`config.mk`:
```
export PLATFORM = sky130hd
export DESIGN_NAME = tip_presenter
export DESIGN_NICKNAME = d
export VERILOG_FILES = /design/src/rtl/tip_pkg.sv /design/src/rtl/tip_thread_ctx.sv /design/src/rtl/tip_backlog.sv /design/src/rtl/tip_group_pick.sv /design/src/rtl/tip_presenter.sv
export SDC_FILE = /design/constraint.sdc
export NUM_CORES = 1
export LEC_CHECK = 0
export ABC_AREA = 1
export BUFFER_PORTS_ARGS = -buffer_cell sky130_fd_sc_hd__buf_2
export CAP_MARGIN = 20
export CORE_UTILIZATION = 45
export DETAILED_ROUTE_END_ITERATION = 8
export HOLD_SLACK_MARGIN = 0.12
export PLACE_DENSITY = 0.62
export SETUP_SLACK_MARGIN = 0.4
export SYNTH_ARGS = -nofsm -noshare
export SYNTH_HDL_FRONTEND = slang
export SYNTH_SLANG_ARGS = --single-unit
```
`constraint.sdc`:
```
create_clock -name clk -period 5.1 [get_ports clk]
set_clock_uncertainty 0.05 [all_clocks]
set_input_delay 1.02 -clock clk [delete_from_list [all_inputs] [get_ports clk]]
set_output_delay 1.02 -clock clk [all_outputs]
set_load 0.03 [all_outputs]
```
`src/rtl/tip_pkg.sv`:
```
// Shared constants and command encoding for the thread interrupt presenter.
package tip_pkg;
    localparam logic [7:0] NSR_IDLE   = 8'h00;
    localparam logic [7:0] NSR_DIRECT = 8'h40;
    localparam logic [7:0] NSR_GROUP  = 8'h82;
    localparam logic [7:0] PRIO_NONE  = 8'hFF;

    typedef enum logic [1:0] {
        OP_TRIG_THR = 2'b00,
        OP_TRIG_GRP = 2'b01,
        OP_SET_CPPR = 2'b10,
        OP_ACK      = 2'b11
    } tip_op_e;
endpackage

```
`src/rtl/tip_thread_ctx.sv`:
```
// Per-thread presentation context: threshold, status byte, pending bitmap and
// the priority of a presented group interrupt.
// Assumes at most one command per cycle and that grp_win fires only on a
// valid group trigger.
module tip_thread_ctx
    import tip_pkg::*;
#(
    parameter int NPRIO = 8
) (
    input  logic        clk,
    input  logic        rst_n,
    input  logic        sel,
    input  tip_op_e     op,
    input  logic [7:0]  data,
    input  logic        grp_win,
    input  logic [7:0]  bl_min,
    output logic [7:0]  cppr,
    output logic [7:0]  nsr,
    output logic [7:0]  ipb_byte,
    output logic        bl_pull,
    output logic [15:0] ack_word
);
    localparam int PW = $clog2(NPRIO);
    localparam logic [7:0] NPRIO_B = 8'(NPRIO);

    logic [NPRIO-1:0] pend;
    logic [7:0]       gprio;
    logic [7:0]       ipb_min;
    logic             prio_ok;
    logic             take_direct;
    logic             take_bl;

    // Most favoured pending direct priority, 0xFF when none.
    always_comb begin
        ipb_min = PRIO_NONE;
        for (int p = NPRIO - 1; p >= 0; p--) begin
            if (pend[p]) ipb_min = 8'(p);
        end
    end

    // Pending bitmap laid out with priority 0 at the top bit.
    always_comb begin
        ipb_byte = '0;
        for (int p = 0; p < NPRIO; p++) begin
            ipb_byte[7-p] = pend[p];
        end
    end

    // Decide which source a threshold write would present.
    always_comb begin
        prio_ok     = data < NPRIO_B;
        take_direct = (ipb_min < data) && (ipb_min <= bl_min);
        take_bl     = !take_direct && (bl_min < data);
        bl_pull     = sel && (op == OP_SET_CPPR) && (nsr != NSR_GROUP) && take_bl;
    end

    // Response word an acknowledge would return this cycle.
    always_comb begin
        unique case (nsr)
            NSR_DIRECT: ack_word = {nsr, ipb_min};
            NSR_GROUP:  ack_word = {nsr, gprio};
            default:    ack_word = {nsr, cppr};
        endcase
    end

    // Context state update for the command addressed to this thread.
    always_ff @(posedge clk) begin
        if (!rst_n) begin
            cppr  <= PRIO_NONE;
            nsr   <= NSR_IDLE;
            pend  <= '0;
            gprio <= PRIO_NONE;
        end else if (grp_win) begin
            nsr   <= NSR_GROUP;
            gprio <= data;
        end else if (sel) begin
            unique case (op)
                OP_TRIG_THR: begin
                    if (prio_ok) begin
                        pend[data[PW-1:0]] <= 1'b1;
                        if (nsr == NSR_IDLE && data < cppr) nsr <= NSR_DIRECT;
                    end
                end
                OP_SET_CPPR: begin
                    cppr <= data;
                    if (nsr != NSR_GROUP) begin
                        if (take_direct) begin
                            nsr <= NSR_DIRECT;
                        end else if (take_bl) begin
                            nsr   <= NSR_GROUP;
                            gprio <= bl_min;
                        end else begin
                            nsr <= NSR_IDLE;
                        end
                    end
                end
                OP_ACK: begin
                    if (nsr == NSR_DIRECT) begin
                        cppr                  <= ipb_min;
                        pend[ipb_min[PW-1:0]] <= 1'b0;
                        nsr                   <= NSR_IDLE;
                    end else if (nsr == NSR_GROUP) begin
                        cppr  <= gprio;
                        gprio <= PRIO_NONE;
                        nsr   <= NSR_IDLE;
                    end
                end
                default: ;
            endcase
        end
    end
endmodule

```
`src/rtl/tip_backlog.sv`:
```
// Shared backlog of group interrupts that found no eligible thread: one
// saturating counter per priority and the most favoured non-empty priority.
// Assumes push and pull never occur in the same cycle.
module tip_backlog
    import tip_pkg::*;
#(
    parameter int NPRIO = 8,
    parameter int CNT_W = 4
) (
    input  logic       clk,
    input  logic       rst_n,
    input  logic       push,
    input  logic [7:0] push_prio,
    input  logic       pull,
    output logic [7:0] min_prio
);
    localparam int PW = $clog2(NPRIO);
    localparam logic [CNT_W-1:0] CNT_MAX = '1;

    logic [CNT_W-1:0] cnt [NPRIO];

    // Most favoured priority with a parked entry, 0xFF when empty.
    always_comb begin
        min_prio = PRIO_NONE;
        for (int p = NPRIO - 1; p >= 0; p--) begin
            if (cnt[p] != '0) min_prio = 8'(p);
        end
    end

    // Counter updates: add on push, remove the most favoured entry on pull.
    always_ff @(posedge clk) begin
        if (!rst_n) begin
            for (int p = 0; p < NPRIO; p++) cnt[p] <= '0;
        end else if (push) begin
            if (cnt[push_prio[PW-1:0]] != CNT_MAX)
                cnt[push_prio[PW-1:0]] <= cnt[push_prio[PW-1:0]] + 1'b1;
        end else if (pull && min_prio != PRIO_NONE) begin
            cnt[min_prio[PW-1:0]] <= cnt[min_prio[PW-1:0]] - 1'b1;
        end
    end
endmodule

```
`src/rtl/tip_group_pick.sv`:
```
// Fixed-order selector: grants the lowest-index eligible thread.
// Assumes nothing about the eligibility vector; an empty vector grants none.
module tip_group_pick #(
    parameter int NTHR = 4
) (
    input  logic [NTHR-1:0] elig,
    output logic [NTHR-1:0] win,
    output logic            any
);
    // Isolate the lowest set bit.
    always_comb begin
        win = elig & (~elig + 1'b1);
        any = |elig;
    end
endmodule

```
`src/rtl/tip_presenter.sv`:
```
// Top of the thread interrupt presenter: decodes commands, routes group
// triggers to a chosen thread or to the backlog, and exposes status words.
// Assumes NTHR is a power of two of at least 2 and NPRIO is at most 8.
module tip_presenter
    import tip_pkg::*;
#(
    parameter int NTHR     = 4,
    parameter int NPRIO    = 8,
    parameter int BL_CNT_W = 4,
    localparam int TW      = $clog2(NTHR)
) (
    input  logic            clk,
    input  logic            rst_n,
    input  logic            cmd_valid,
    input  logic [1:0]      cmd_op,
    input  logic [TW-1:0]   cmd_thread,
    input  logic [7:0]      cmd_data,
    input  logic [TW-1:0]   rd_thread,
    output logic [31:0]     status_word,
    output logic [NTHR-1:0] irq,
    output logic            ack_valid,
    output logic [15:0]     ack_word
);
    localparam logic [7:0] NPRIO_B = 8'(NPRIO);

    tip_op_e         op;
    logic            grp_trig;
    logic [NTHR-1:0] elig;
    logic [NTHR-1:0] win;
    logic            any_win;
    logic [NTHR-1:0] pull_v;
    logic [7:0]      lsmfb;
    logic [7:0]      cppr_a [NTHR];
    logic [7:0]      nsr_a  [NTHR];
    logic [7:0]      ipb_a  [NTHR];
    logic [15:0]     ackw_a [NTHR];

    // Command decode shared by all threads.
    always_comb begin
        op       = tip_op_e'(cmd_op);
        grp_trig = cmd_valid && (op == OP_TRIG_GRP) && (cmd_data < NPRIO_B);
    end

    for (genvar i = 0; i < NTHR; i++) begin : g_thr
        // Eligibility of this thread for the current group trigger.
        always_comb elig[i] = grp_trig && (nsr_a[i] == NSR_IDLE) && (cmd_data < cppr_a[i]);

        tip_thread_ctx #(.NPRIO(NPRIO)) u_ctx (
            .clk      (clk),
            .rst_n    (rst_n),
            .sel      (cmd_valid && (cmd_thread == TW'(i))),
            .op       (op),
            .data     (cmd_data),
            .grp_win  (win[i]),
            .bl_min   (lsmfb),
            .cppr     (cppr_a[i]),
            .nsr      (nsr_a[i]),
            .ipb_byte (ipb_a[i]),
            .bl_pull  (pull_v[i]),
            .ack_word (ackw_a[i])
        );

        // Interrupt line follows the status byte.
        always_comb irq[i] = nsr_a[i] != NSR_IDLE;
    end

    tip_group_pick #(.NTHR(NTHR)) u_pick (
        .elig (elig),
        .win  (win),
        .any  (any_win)
    );

    tip_backlog #(.NPRIO(NPRIO), .CNT_W(BL_CNT_W)) u_bl (
        .clk       (clk),
        .rst_n     (rst_n),
        .push      (grp_trig && !any_win),
        .push_prio (cmd_data),
        .pull      (|pull_v),
        .min_prio  (lsmfb)
    );

    // Status word for the selected thread.
    always_comb status_word = {nsr_a[rd_thread], cppr_a[rd_thread], ipb_a[rd_thread], lsmfb};

    // Register the acknowledge response.
    always_ff @(posedge clk) begin
        if (!rst_n) begin
            ack_valid <= 1'b0;
            ack_word  <= '0;
        end else begin
            ack_valid <= cmd_valid && (op == OP_ACK);
            if (cmd_valid && op == OP_ACK) ack_word <= ackw_a[cmd_thread];
        end
    end
endmodule

```
# --- After elaboration in Yosys (flattened, before gate mapping) ---
# Memories as Yosys holds them, arrays and structs flattened.
# Cells that the tools add are included.
totals:
  ff_bits: 145
  ramBits: 32
  input_bits: 17
  out_inout_bits: 53
  elab_cells: 431
  memories: 1
mem_list:
  columns: ["memory", "depth", "width", "read_ports", "rd_clocked_by_memory_dff", "write_ports", "line", "rtl"]
  rows:
  - ["u_bl.cnt", 8, 4, 10, 0, 8, "tip_backlog.sv:20", "logic [CNT_W-1:0] cnt [NPRIO];"]
op_classes:
  addsub: 3
  magnitude_cmp: 26
  n_eq_ne: 69
  n_mux: 177
  n_bitwise: 21
  reduce_logical: 112
ops:
  columns: ["cell", "n"]
  rows:
  - ["8-bit two-way mux", 126]
  - ["8-bit one-hot mux with 2 select lines", 16]
  - ["8-bit one-hot mux with 3 select lines", 4]
  - ["8-bit < comparator", 9]
  - ["3-bit by 1-bit inequality test with 1-bit output, second input constant", 23]
  - ["8-bit binary-select mux with 2-bit select", 3]
  - ["6-bit AND reduction", 8]
  - ["4-bit nonzero test", 12]
  - ["1-bit logical AND", 46]
  - ["8-bit inequality test, second input constant", 5]
  - ["8-bit AND", 4]
  - ["16-bit binary-select mux with 2-bit select", 1]
  - ["8-bit by 7-bit equality test with 1-bit output, second input constant", 4]
  - ["8-bit equality test, second input constant", 4]
  - ["8-bit <= comparator", 4]
  - ["8-bit zero test", 4]
  - ["16-bit two-way mux", 2]
  - ["8-bit NOT", 4]
  - ["8-bit bitwise OR", 4]
  - ["8-bit nonzero test", 4]
  - ["7-bit AND reduction", 4]
  - ["3-bit by 2-bit inequality test with 1-bit output, second input constant", 9]
  - ["2-bit by 1-bit inequality test with 1-bit output, second input constant", 12]
  - ["3-bit by 4-bit < comparator with 1-bit output, second input constant", 5]
  - ["26 further kinds", 91]

# --- Depth between registers and ports, before layout ---
depth:
  word_depth: 22
  depth_mapped: 26
  mapped_depth_nobuf: 25

# --- Hierarchy ---
# From an unflattened synthesis, not the netlist that was laid out.
unflattened:
  hier_cells: 2283
  hier_area_um2: 15061.9
by_module_without_submodules:
  columns: ["module", "instances", "cells_per_inst", "area_per_inst_um2", "seq_area_each_um2"]
  rows:
  - ["tip_thread_ctx (g_thr[1].u_ctx ...)", 2, 375, 2516.2, 520.5]
  - ["tip_presenter", 1, 483, 2596.2, 340.3]
  - ["tip_thread_ctx (g_thr[3].u_ctx)", 1, 377, 2566.2, 520.5]
  - ["tip_thread_ctx (g_thr[0].u_ctx)", 1, 367, 2527.4, 520.5]
  - ["tip_backlog", 1, 296, 2293.4, 960.9]
  - ["tip_group_pick", 1, 10, 46.3, 0.0]

# --- Least setup slack after synthesis ---
# Ideal clock, no wire load.
synth_timing:
  path_type: "flip-flop to flip-flop"
  startpoint: "mem u_bl.cnt[0][1]"
  endpoint: "mem u_bl.cnt[3][0] (enable)"
  setup_ns: 0.308
  t_arrival_ns: 3.891
  required_time_ns: 4.742
  slack_ns: 0.851
  stages_incl_launch_ff: 18
  n_path_buf: 1
  period_less_slack_ns: 4.249
  path_cell_list: "edfxtp_1 > nor4_4 > nand2_1 > nor2_2 > nand2_1 > inv_1 > ha_1 > a21oi_1 > nor2_1 > a211oi_1 > nand4_1 > nand2_2 > o21a_1 > buf_6 > nor2_4 > nor2_4 > nand2_1 > nand2_1"
synth_lines:
  columns: ["element", "line"]
  rows:
  - ["start, declared", "tip_backlog.sv:20"]

==> flow_metrics.tcl <==
set metrics [dict create \
    worstPathCellList "nor4_4 > nand2_1 > nor2_2 > nand2_1 > inv_1 > ha_1 > a21oi_1 > nor2_1 > a211oi_1 > nand4_1 > nand2_1 > o21ai_2 > o21ai_1 > nor2_1" \
    tightest_slew_ps 1000 \
    hold_viol 0 \
    hpwlAfterDp_mm 30.9 \
    grt_pass1_wl_mm 60.4 \
    period_needed_ps 4470 \
    yosysSeqAreaShare_pct 29.7 \
    setup-tns-final_ps 0 \
    drv_cap 0 \
    clock_path_buffers 2 \
    drt_first_pass_iters 7 \
    numCtsBuffers 17 \
    cts-resized-gates 0 \
    critPathKind "reg2reg" \
    pin_count 70 \
    antenna_found_initial 0 \
    via_per_inst 5.95 \
    ys_warn_count 0 \
    start_util_pct 46.4 \
    syn_area_um2 11000 \
    crit_path_end_kind "flop" \
    core_um2 23700 \
    synth_seq_cells 147 \
    die_x_um 158 \
    routed_wl_mm 40.2 \
    remaining_drc_errors 0 \
    htree_levels 4 \
    cp.required_ps 5190 \
    die_y_um 158 \
    start_kind "flop" \
    drt_iter0_drc 1424 \
    grt_start_max_net_pins 59 \
    synth_cell_type_count 61 \
    portBuffers 59 \
    num_vias 11613 \
    critPathMaxStageDelay_ps 810 \
    worst_path_max_delay_cell "o21ai_1" \
    synthFlopType "dfxtp_1" \
    num_rows 56 \
    fp.dieArea_um2 25100 \
    grt_pass1_vias 10441 \
    clock_sinks 147 \
    hp-class "reg2reg" \
    leakage_nw 5.84 \
    syn_area_per_cell_um2 6.98 \
    ctsHoldBuffers 0 \
    cts_tree "built" \
    drv_slew 0 \
    root_buffer "clkbuf_16" \
    status "completed" \
    clk_latency_ps 440 \
    syn_inst 1575 \
    antenna_cells 0 \
    power_density_nw_per_um2 261 \
    period_share_pct 87.6 \
    synth.top_cells.by_area "dfxtp_1, ha_1, nand2_1, edfxtp_1, inv_1" \
    synth_top_area_share_pct 20.9 \
    routedWlPerCell_um 20.6 \
    async_reset_ff_share_pct 0 \
    yosysMostFrequentCell "nand2_1" \
    yosysTopAreaCell "dfxtp_1" \
    synth-edff-count 32 \
    rsz0062_at_grt "false" \
    crit_top_cell "nand2_1" \
    cts_setup_buffers 0 \
    path_clk_slew_ps 70 \
    path_max_fanout 11 \
    ant_nets 0 \
    slew-limit-headroom_pct 32.8 \
    gp_congestion 0.995 \
    grt-ovfl-total 0 \
    arrival_ps 4560 \
    holdWs_ps 408 \
    max_freq_ghz 0.224 \
    final-setup-viol-count 0 \
    area_growth_pct 11.0 \
    grt_usage_pct 32.6 \
    nets 1737 \
    synth_common_cells "nand2_1, inv_1, o21ai_0" \
    ir_drop_mv 0.140 \
    drive_gt1_share_pct 9.18 \
]
path summary, 6_finish.rpt:
| kind | from | to | slack (ps) | cells past startpoint |
|---|---|---|---|---|
| worst max-delay path | u_bl.cnt[0][1] | u_bl.cnt[7][0] | 630 | 14 |
| worst max register to register | u_bl.cnt[0][1] | u_bl.cnt[7][0] | 630 | 14 |
| worst min-delay path | g_thr[2].u_ctx.gprio[6] | g_thr[2].u_ctx.gprio[6] | 410 | 2 |
| worst min register to register | g_thr[2].u_ctx.gprio[6] | g_thr[2].u_ctx.gprio[6] | 410 | 2 |
metal layers:
layer	global-route usage [%]	part of all wire, %	vias up
met1	46.4	44	5393
met2	48.5	42	654
met3	7.73	12	80
met4	10.0	2.6	0
met5	0	0	-
li1	-	-	5486
registers in the layout, summed over array words and instances, names as in the netlist:
name / cells
ack_word: 10
g_thr.u_ctx.gprio: 32
g_thr.u_ctx.pend: 32
ack_valid: 1
g_thr.u_ctx.nsr: 8
g_thr.u_ctx.cppr: 32
u_bl.cnt: 32
final cells by class:
class                           count  area [um2]
Clock inverter                     13         195
Clock buffer                       18         439
Sequential cell                   147        3260
Fill cell                        2464       11500
Timing Repair Buffer               81         460
Multi-Input combinational cell   1140        6570
Tap cell                          319         399
Inverter                          235         885
where the power goes:
group	switching [W]	internal, W	leakage, nW
Combinational	0.000395	0.000145	4.26
Clock	0.000563	0.000840	0.313
Sequential	0.0000257	0.00122	1.26
Total	0.000984	0.00220	5.84
logic make-up (layout without fill, tap and decap cells):
kind of cell	count (synthesis)	count (layout)	share of synthesized area (%)
XOR/XNOR	3	3	0.239
adder cells (fa/ha/maj)	98	98	11.2
flip-flops	147	147	29.7
buffers and inverters	297	347	11.0
AND/OR/NAND/NOR	555	555	21.7
other	1	10	0.0341
AO/OA/AOI/OAI	474	474	26.2
worst max-delay path: cells and delay by family, from the launching register on:
kind,cells,cell delay (ps)
compound gates,4,1530
simple gates,8,1430
flops,1,460
buf+inv,1,380
fa+ha+maj,1,320
metrics by stage:
step	total power [W]	cells	instance area (um2)	util [%]	setup slack, ps
global placement	0.00179	1922	11600	48.9	842
global route	0.00329	1953	12200	51.5	421
detailed placement	0.00179	1922	11600	48.9	752
CTS	0.00318	1953	12200	51.5	736
floorplan	0.00162	1584	11000	-	851
finish	0.00319	1953	12200	51.5	634
layout by cell type, fill, tap and decap left out, drive strengths merged, types with 3 or more instances in the layout:
| master | n |
|---|---|
| a211oi | 3 |
| a21boi | 3 |
| a21oi | 128 |
| a221oi | 13 |
| a22oi | 3 |
| a31oi | 5 |
| a32oi | 4 |
| a41oi | 7 |
| and3 | 6 |
| buf | 81 |
| bufinv | 4 |
| clkbuf | 18 |
| clkinv | 4 |
| conb | 10 |
| dfxtp | 115 |
| edfxtp | 32 |
| ha | 98 |
| inv | 240 |
| nand2 | 297 |
| nand3 | 36 |
| nand4 | 17 |
| nor2 | 165 |
| nor3 | 21 |
| nor3b | 3 |
| nor4 | 8 |
| o2111ai | 9 |
| o211ai | 67 |
| o21ai | 182 |
| o21bai | 3 |
| o221ai | 20 |
| o22ai | 8 |
| o31ai | 6 |
(Power assumes the default switching activity.)
